==> config.mk <==
export PLATFORM = sky130hd
export DESIGN_NAME = bus_xcvr_parity
export DESIGN_NICKNAME = d
export VERILOG_FILES = /design/src/rtl/xcvr_pkg.sv /design/src/rtl/xor_tree.sv /design/src/rtl/lane_steer.sv /design/src/rtl/parity_unit.sv /design/src/rtl/bus_xcvr_parity.sv
export SDC_FILE = /design/constraint.sdc
export NUM_CORES = 1
export LEC_CHECK = 0
export ABC_CLOCK_PERIOD_IN_PS = 1800
export BUFFER_PORTS_ARGS = -buffer_cell sky130_fd_sc_hd__buf_2
export CORE_AREA = 4 4 41 43
export DETAILED_ROUTE_END_ITERATION = 10
export DIE_AREA = 0 0 45 47
export SLEW_MARGIN = 15
export SYNTH_ARGS = -nofsm -noshare
export SYNTH_HDL_FRONTEND = slang
export SYNTH_SLANG_ARGS = --single-unit
==> constraint.sdc <==
create_clock -name vclk -period 1.8
set_input_delay 0.54 -clock vclk [all_inputs]
set_output_delay 0.54 -clock vclk [all_outputs]
set_load 0.005 [all_outputs]
==> src/rtl/xcvr_pkg.sv <==
package xcvr_pkg;
  typedef enum logic {
    DIR_RX = 1'b0,
    DIR_TX = 1'b1
  } dir_e;
endpackage

==> src/rtl/xor_tree.sv <==
// Balanced XOR reduction; result is 1 when the input holds an odd count of ones.
module xor_tree #(
  parameter int WIDTH = 8
) (
  input  logic [WIDTH-1:0] vec,
  output logic             odd
);
  localparam int LEVELS = (WIDTH > 1) ? $clog2(WIDTH) : 0;
  localparam int NODES  = 1 << LEVELS;

  logic [NODES-1:0] padded;
  assign padded = NODES'(vec);

  genvar l, n;
  generate
    for (l = 1; l <= LEVELS; l++) begin : g_lvl
      logic [(NODES >> l)-1:0] node;
      for (n = 0; n < (NODES >> l); n++) begin : g_node
        if (l == 1) begin : g_leaf
          assign node[n] = padded[2*n] ^ padded[2*n+1];
        end else begin : g_inner
          assign node[n] = g_lvl[l-1].node[2*n] ^ g_lvl[l-1].node[2*n+1];
        end
      end
    end
    if (LEVELS == 0) begin : g_single
      assign odd = padded[0];
    end else begin : g_root
      assign odd = g_lvl[LEVELS].node[0];
    end
  endgenerate

  // R4 R5 R6 R7 all rest on this tree reporting the true count parity
  always_comb begin
    a_r4_tree_count: assert (odd == ($countones(vec) % 2 == 1))
      else $error("xor tree disagrees with population count");
  end
endmodule

==> src/rtl/lane_steer.sv <==
// Direction and enable steering for the two data sides.
module lane_steer
  import xcvr_pkg::*;
#(
  parameter int WIDTH = 8
) (
  input  logic             dir_tx,
  input  logic             oe_n,
  input  logic [WIDTH-1:0] a_in,
  input  logic [WIDTH-1:0] b_in,
  output logic [WIDTH-1:0] a_out,
  output logic [WIDTH-1:0] b_out,
  output logic             tx_en,
  output logic             rx_en
);
  dir_e mode;
  assign mode = dir_e'(dir_tx);

  always_comb begin
    tx_en = !oe_n && (mode == DIR_TX);
    rx_en = !oe_n && (mode == DIR_RX);
  end

  genvar i;
  generate
    for (i = 0; i < WIDTH; i++) begin : g_lane
      assign b_out[i] = a_in[i];
      assign a_out[i] = b_in[i];
    end
  endgenerate

  always_comb begin
    a_r1_single_source: assert (!(tx_en && rx_en))
      else $error("both sides driven at once");
  end
endmodule

==> src/rtl/parity_unit.sv <==
// Generator on side A and checker on side B, both always computing.
module parity_unit #(
  parameter int WIDTH = 8
) (
  input  logic [WIDTH-1:0] a_in,
  input  logic [WIDTH-1:0] b_in,
  input  logic             par_in,
  input  logic             odd_sel,
  output logic             gen_bit,
  output logic             chk_ok
);
  logic a_odd;
  logic b_odd;

  xor_tree #(.WIDTH(WIDTH)) i_gen_tree (.vec(a_in), .odd(a_odd));
  xor_tree #(.WIDTH(WIDTH)) i_chk_tree (.vec(b_in), .odd(b_odd));

  // odd select: pad to odd total; even select: pad to even total
  assign gen_bit = a_odd ^ odd_sel;
  // pass when data plus received bit match the chosen polarity
  assign chk_ok  = b_odd ^ par_in ^ ~odd_sel;

  always_comb begin
    a_r6_r7_ok_consistent: assert (chk_ok == ((b_odd ^ par_in) == odd_sel))
      else $error("check result inconsistent with polarity");
  end
endmodule

==> src/rtl/bus_xcvr_parity.sv <==
module bus_xcvr_parity
  import xcvr_pkg::*;
#(
  parameter int WIDTH = 8
) (
  input  logic             dir_tx,
  input  logic             oe_n,
  input  logic             odd_sel,
  input  logic [WIDTH-1:0] a_in,
  output logic [WIDTH-1:0] a_out,
  output logic             a_oe,
  input  logic [WIDTH-1:0] b_in,
  output logic [WIDTH-1:0] b_out,
  output logic             b_oe,
  input  logic             par_in,
  output logic             par_out,
  output logic             par_oe,
  output logic             err_out,
  output logic             err_oe
);
  logic tx_en;
  logic rx_en;

  lane_steer #(.WIDTH(WIDTH)) i_steer (
    .dir_tx(dir_tx), .oe_n(oe_n), .a_in(a_in), .b_in(b_in),
    .a_out(a_out), .b_out(b_out), .tx_en(tx_en), .rx_en(rx_en)
  );

  parity_unit #(.WIDTH(WIDTH)) i_parity (
    .a_in(a_in), .b_in(b_in), .par_in(par_in), .odd_sel(odd_sel),
    .gen_bit(par_out), .chk_ok(err_out)
  );

  assign b_oe   = tx_en;
  assign par_oe = tx_en;
  assign a_oe   = rx_en;
  assign err_oe = rx_en;

  always_comb begin
    if (oe_n) begin
      a_r3_all_released: assert (!(a_oe || b_oe || par_oe || err_oe))
        else $error("pin driven while disabled");
    end
    a_r1_one_data_side: assert ($onehot0({a_oe, b_oe}))
      else $error("both data sides enabled");
    if (!oe_n) begin
      a_r2_some_side_on: assert ($countones({a_oe, b_oe}) == 1)
        else $error("enabled but no side driven");
    end
    a_r8_parity_pin_role: assert (par_oe == b_oe && err_oe == a_oe)
      else $error("parity or status pin role wrong for direction");
  end
endmodule

Yosys cells after proc, flatten, opt, wreduce, memory -nomap -nowiden
Index checks and enable logic that the tools add are counted.
{"block": "word_totals", "n_memories": 0, "input_bits": 20, "ramBits": 0, "mem_bits_ro": 0, "latch_bits": 0, "register_bits": 0}
{"block": "op_classes", "n_reduce_logical": 3, "n_mux": 0, "n_div": 0, "shift": 0, "n_mul": 0, "n_bitwise": 19, "n_addsub": 0, "n_lt_le_gt_ge": 0, "eq_ne": 0}
{"cell": "$xor A1 B1 Y1", "count": 17}
{"cell": "$logic_and A1 B1 Y1", "count": 2}
{"cell": "$not A1 Y1", "count": 2}
{"cell": "$logic_not A1 Y1", "count": 1}

Depth between registers and ports, before layout
Gate-level depths: netlist of the first run.
{"block": "depth", "word_depth": 5, "ltp_mapped": 3}

Cells and area by module
A second synthesis of the first run with hierarchy kept.
{"block": "hier_totals", "cells_unflattened": 36, "hier_area_um2": 306.5}
{"mod": "lane_steer", "area_each_um2": 137.6, "seq_area_each_um2": 0.0, "instances": 1, "cells_each": 18}
{"mod": "xor_tree", "area_each_um2": 61.3, "seq_area_each_um2": 0.0, "instances": 2, "cells_each": 7}
{"mod": "parity_unit", "area_each_um2": 31.3, "seq_area_each_um2": 0.0, "instances": 1, "cells_each": 2}
{"mod": "bus_xcvr_parity", "area_each_um2": 15.0, "seq_area_each_um2": 0.0, "instances": 1, "cells_each": 2}

Least setup slack after synthesis of the first run
OpenSTA, ideal clock, no wires.
{"block": "synth_timing", "kind": "input-to-output", "startpoint": "in a_in[5]", "endpoint": "out par_out", "setup_slack_ns": -0.001, "arrival_ns": 1.261, "stages": 3, "cell_sequence": "xnor2_1 > xnor3_1 > xnor2_1"}
{"block": "synth_between", "elab_chain_len": 4}
{"element": "from (decl)", "line": "bus_xcvr_parity.sv:9", "rtl": "input logic [WIDTH-1:0] a_in,"}
{"element": "$xor A1 B1 Y1", "line": "xor_tree.sv:20", "rtl": "assign node[n] = padded[2*n] ^ padded[2*n+1];"}
{"element": "$xor A1 B1 Y1 (2 in a row)", "line": "xor_tree.sv:22", "rtl": "assign node[n] = g_lvl[l-1].node[2*n] ^ g_lvl[l-1].node[2*n+1];"}
{"element": "$xor A1 B1 Y1", "line": "parity_unit.sv:19", "rtl": "assign gen_bit = a_odd ^ odd_sel;"}
{"element": "to (decl)", "line": "bus_xcvr_parity.sv:16", "rtl": "output logic par_out,"}
No other way between the ends.

Worst setup path after layout of the first run
{"block": "layout_timing", "startpoint": "in a_in[4]", "endpoint": "out par_out"}
The elaborated chain is that of the path after synthesis.

==> results of run 1 <==
-- layer usage --
layer | wire length, um | share of wire | GRT usage | up-vias
li1 | - | - | - | 139
met2 | 410 | 0.57 | 0.1356 | 27
met4 | 0 | 0 | 0 | 0
met3 | 155 | 0.21 | 0.01916 | 0
met1 | 155 | 0.21 | 0.06818 | 114
met5 | 0 | 0 | 0 | -
-- stage by stage --
stage                     std cells  cell area (um^2)
after floorplan                  35             304.0
after detailed placement         75             405.4
after global placement           75             405.4
after global routing             75             495.5
final                            75             495.5
after CTS                        75             460.4
-- cell usage after synthesis --
library cell / count
nor2_1: 1
xor2_1: 2
buf_4: 18
xnor2_1: 11
xnor3_1: 2
nor2b_1: 1
-- area by class of cell --
type / count / area (um^2) / area share
Multi-Input combinational cell: 17 / 217.7 / 0.4394
Tap cell: 15 / 18.77 / 0.03788
Timing Repair Buffer: 43 / 259.0 / 0.5227
-- final timing paths --
path  startpoint  slack (ns)       end  cells after the start
max      a_in[4]       -0.20   par_out                      5
min      a_in[7]        1.26  b_out[7]                      2
-- cell families after synthesis --
family / after synthesis
simple gates: 2
buf+inv: 18
xor+xnor: 15
-- what timing repair did --
| item | in CTS | in global routing |
|---|---|---|
| endpoints found under the setup margin | 2 | 2 |
| gates resized for setup | 8 | 7 |
| pin swaps | 6 | 3 |
-- power by group --
group	switching, mW	internal [mW]
combinational	0.0646	0.116
clock	0	0
sequential	0	0
==> results.json, run 1 <==
{
  "synth_top_family_by_area": "XOR/XNOR gates",
  "maxSlewHeadroom": 0.8877,
  "cp_num_buf_inv": 2,
  "max_stage_delay_ns": 0.41,
  "drc": 0,
  "nNetsFinal": 82,
  "synth_fa_ha_area_frac": 0,
  "fin_crit_sh": 1.111,
  "drv_slew": 0,
  "leakage_nw": 0.2837,
  "fillers": 145,
  "routabilityCongestion": 0.6345,
  "grt_use_total": 0.06556,
  "grt_pass1_wl_um": 1076,
  "drt-initial-drc-count": 0,
  "critPathLaunchType": "primary input",
  "syn_avg_cell_area_um2": 8.687,
  "synth_fp_nets": 55,
  "finish.utilization": 0.3808,
  "yosysTopAreaCellShare": 0.4444,
  "setup_tns_ns": -0.3874,
  "nClkBuffers": 0,
  "layout_common_cells": "buf_2 (36), xnor2_1 (6), buf_6 (5), xnor2_2 (4)",
  "power_mw": 0.1808,
  "crit_family": "XOR/XNOR gates",
  "slowest_stage": "xnor3_1",
  "seq_cells": 0,
  "hold_class": "primary input to output pin",
  "regArea_um2": 0,
  "dp_hpwl_um": 630.2,
  "yosys.area_share.simple": 0.03292,
  "io_buffers": 42,
  "num_rows": 13,
  "endpoint_kind": "output pin",
  "worstPathRequired_ns": 1.26,
  "ys_seq_area_frac": 0,
  "die_h_um": 47,
  "yosysTopAreaCell": "buf_4",
  "ant_nets": 0,
  "initial_core_util": 0.2337,
  "max_freq_mhz": 500.0,
  "drt_wl_total_um": 721,
  "worst-setup-path-type": "primary input to output pin",
  "fin_ws_ns": -0.1998,
  "grt_max_degree": 3,
  "grt-ovfl-total": 0,
  "path_cells": "buf_8 -> xnor2_4 -> xnor3_1 -> xnor2_1 -> buf_2",
  "antenna_cells": 0,
  "min_period_ns": 2.000,
  "grt_pass1_vias": 277,
  "rsz0062_at_grt": "true",
  "holdWs_ns": 1.258,
  "synth_compound_area_frac": 0,
  "ys_warn_count": 0,
  "drt-vias-per-instance": 3.733,
  "ir_drop_mv": 0.1828,
  "wl_per_cell_um": 9.613,
  "die_area_mm2": 0.002115,
  "dieWidth_um": 45,
  "violations": "negative setup slack",
  "maxCapViolCount": 0,
  "synthXorXnorAreaFrac": 0.5226,
  "post_cts_buffers": 0,
  "finalHoldViolations": 0,
  "final_layout_size_suffix_gt1_frac": 0.8000,
  "synth_area_leaders": "buf_4 (44%), xnor2_1 (32%), xnor3_1 (15%)",
  "pin_count": 42,
  "num_vias": 280,
  "status": "complete, but fails checks",
  "dr.pass1.iters": 1,
  "synth_mux_area_frac": 0,
  "syn_to_final_growth_pct": 62.96,
  "antenna_found_initial": 0,
  "postCtsHoldBufs": 0,
  "yosys.cell_types.count": 6,
  "power_per_cell_area_mw_per_mm2": 364.8,
  "path_max_fanout": 2,
  "mostFrequentLayoutCell": "buf_2",
  "post-place-ws_ns": -0.2563,
  "crit_arrival_ns": 1.46,
  "setup_viol_count_final": 2,
  "synthesis.instances": 35,
  "coreArea_mm2": 0.001301,
  "tightest_slew_ns": 0.1673,
  "netlist_area_um2": 304.0
}
Power figures use the tool's default switching activity.
==> run 2: changes to the inputs <==
--- a/config.mk
+++ b/config.mk
@@ -6,7 +6,7 @@
 export NUM_CORES = 1
 export LEC_CHECK = 0
 export ABC_CLOCK_PERIOD_IN_PS = 1800
-export BUFFER_PORTS_ARGS = -buffer_cell sky130_fd_sc_hd__buf_2
+export BUFFER_PORTS_ARGS = -buffer_cell sky130_fd_sc_hd__clkbuf_2
 export CORE_AREA = 4 4 41 43
 export DETAILED_ROUTE_END_ITERATION = 10
 export DIE_AREA = 0 0 45 47
==> results.json, run 2 (same netlist as run 1, synthesis figures left out) <==
{
  "postCtsHoldBufs": 0,
  "die_area_mm2": 0.002115,
  "syn_to_final_growth_pct": 60.08,
  "worst-setup-path-type": "primary input to output pin",
  "drc": 0,
  "fin_ws_ns": -0.2300,
  "pin_count": 42,
  "hold_end": "a_out[5]",
  "dp_hpwl_um": 612,
  "die_h_um": 47,
  "power_per_cell_area_mw_per_mm2": 365.3,
  "num_vias": 286,
  "seq_cells": 0,
  "grt-ovfl-total": 0,
  "num_rows": 13,
  "rsz0062_at_grt": "true",
  "power_mw": 0.1778,
  "coreArea_mm2": 0.001301,
  "critPathLaunchType": "primary input",
  "hp-start": "b_in[5]",
  "hold_depth": 2,
  "cp_num_buf_inv": 2,
  "path_max_fanout": 2,
  "max_stage_delay_ns": 0.41,
  "endpoint_kind": "output pin",
  "routabilityCongestion": 0.6239,
  "fin_crit_sh": 1.128,
  "leakage_nw": 0.2813,
  "nClkBuffers": 0,
  "setup_viol_count_final": 2,
  "min_period_ns": 2.030,
  "ir_drop_mv": 0.1711,
  "post_cts_buffers": 0,
  "drt-initial-drc-count": 0,
  "finish.utilization": 0.3740,
  "antenna_found_initial": 0,
  "grt_use_total": 0.05678,
  "initial_core_util": 0.2337,
  "dieWidth_um": 45,
  "layout_common_cells": "clkbuf_2 (36), xnor2_1 (8)",
  "maxSlewHeadroom": 0.8744,
  "fin_cells": 76,
  "status": "complete, but fails checks",
  "post-place-cells": 76,
  "antenna_cells": 0,
  "crit_arrival_ns": 1.49,
  "hold_class": "primary input to output pin",
  "path_cells": "buf_8 -> xnor2_4 -> xnor3_1 -> xnor2_1 -> buf_2",
  "drt-vias-per-instance": 3.763,
  "io_buffers": 42,
  "worstPathRequired_ns": 1.26,
  "slowest_stage": "xnor3_1",
  "violations": "negative setup slack",
  "tightest_slew_ns": 0.1871,
  "ant_nets": 0,
  "regArea_um2": 0,
  "wl_per_cell_um": 8.605,
  "crit_family": "XOR/XNOR gates",
  "finalHoldViolations": 0,
  "critical_path_cell_count": 5,
  "grt_pass1_wl_um": 959,
  "post-place-ws_ns": -0.2476,
  "drt_wl_total_um": 654,
  "fillers": 150,
  "nNetsFinal": 83,
  "max_freq_mhz": 492.6,
  "maxCapViolCount": 0,
  "mostFrequentLayoutCell": "clkbuf_2",
  "grt_pass1_vias": 281,
  "drv_slew": 0,
  "grt_max_degree": 3,
  "final_layout_size_suffix_gt1_frac": 0.7869,
  "dr.pass1.iters": 1
}
==> run 2: routing by layer <==
layer  track usage  wire [um]
met5             0          0
met3      0.003831        127
met2        0.1130        356
met4             0          0
met1       0.07014        171
==> run 2: worst max-delay path by stage <==
stage,start,end,slack [ns]
2_1_floorplan,b_in[5],err_out,0.003
3_3_place_gp,a_in[5],par_out,-0.25
3_5_place_dp,b_in[5],err_out,-0.25
4_1_cts,b_in[4],err_out,-0.24
5_1_grt,a_in[4],par_out,-0.27
6_report,a_in[4],par_out,-0.23
==> run 2: stage by stage <==
step / area, um^2 / setup TNS [ns] / hold slack [ns]
3_5_place_dp: 412.9 / -0.4834 / 1.279
2_1_floorplan: 304.0 / 0 / 1.114
3_3_place_gp: 412.9 / -0.4856 / 1.277
5_1_grt: 486.7 / -0.5480 / 1.267
4_1_cts: 427.9 / -0.4879 / 1.278
6_report: 486.7 / -0.4408 / 1.258
==> run 2: cell type report <==
class | instances | area, um^2 | area share
tap | 15 | 18.77 | 0.03856
multi-input combinational | 17 | 210.2 | 0.4319
timing repair buffer | 44 | 257.7 | 0.5296
==> run 2: what timing repair did <==
item,in CTS,in global routing
resized for setup,2,16
endpoints found under the setup margin,2,2
pin swaps,3,6
==> run 2: where the power goes <==
group / total [mW] / switching (mW) / leakage, nW / internal, mW
sequential: 0 / 0 / 0 / 0
combinational: 0.178 / 0.0646 / 0.281 / 0.113
clock: 0 / 0 / 0 / 0
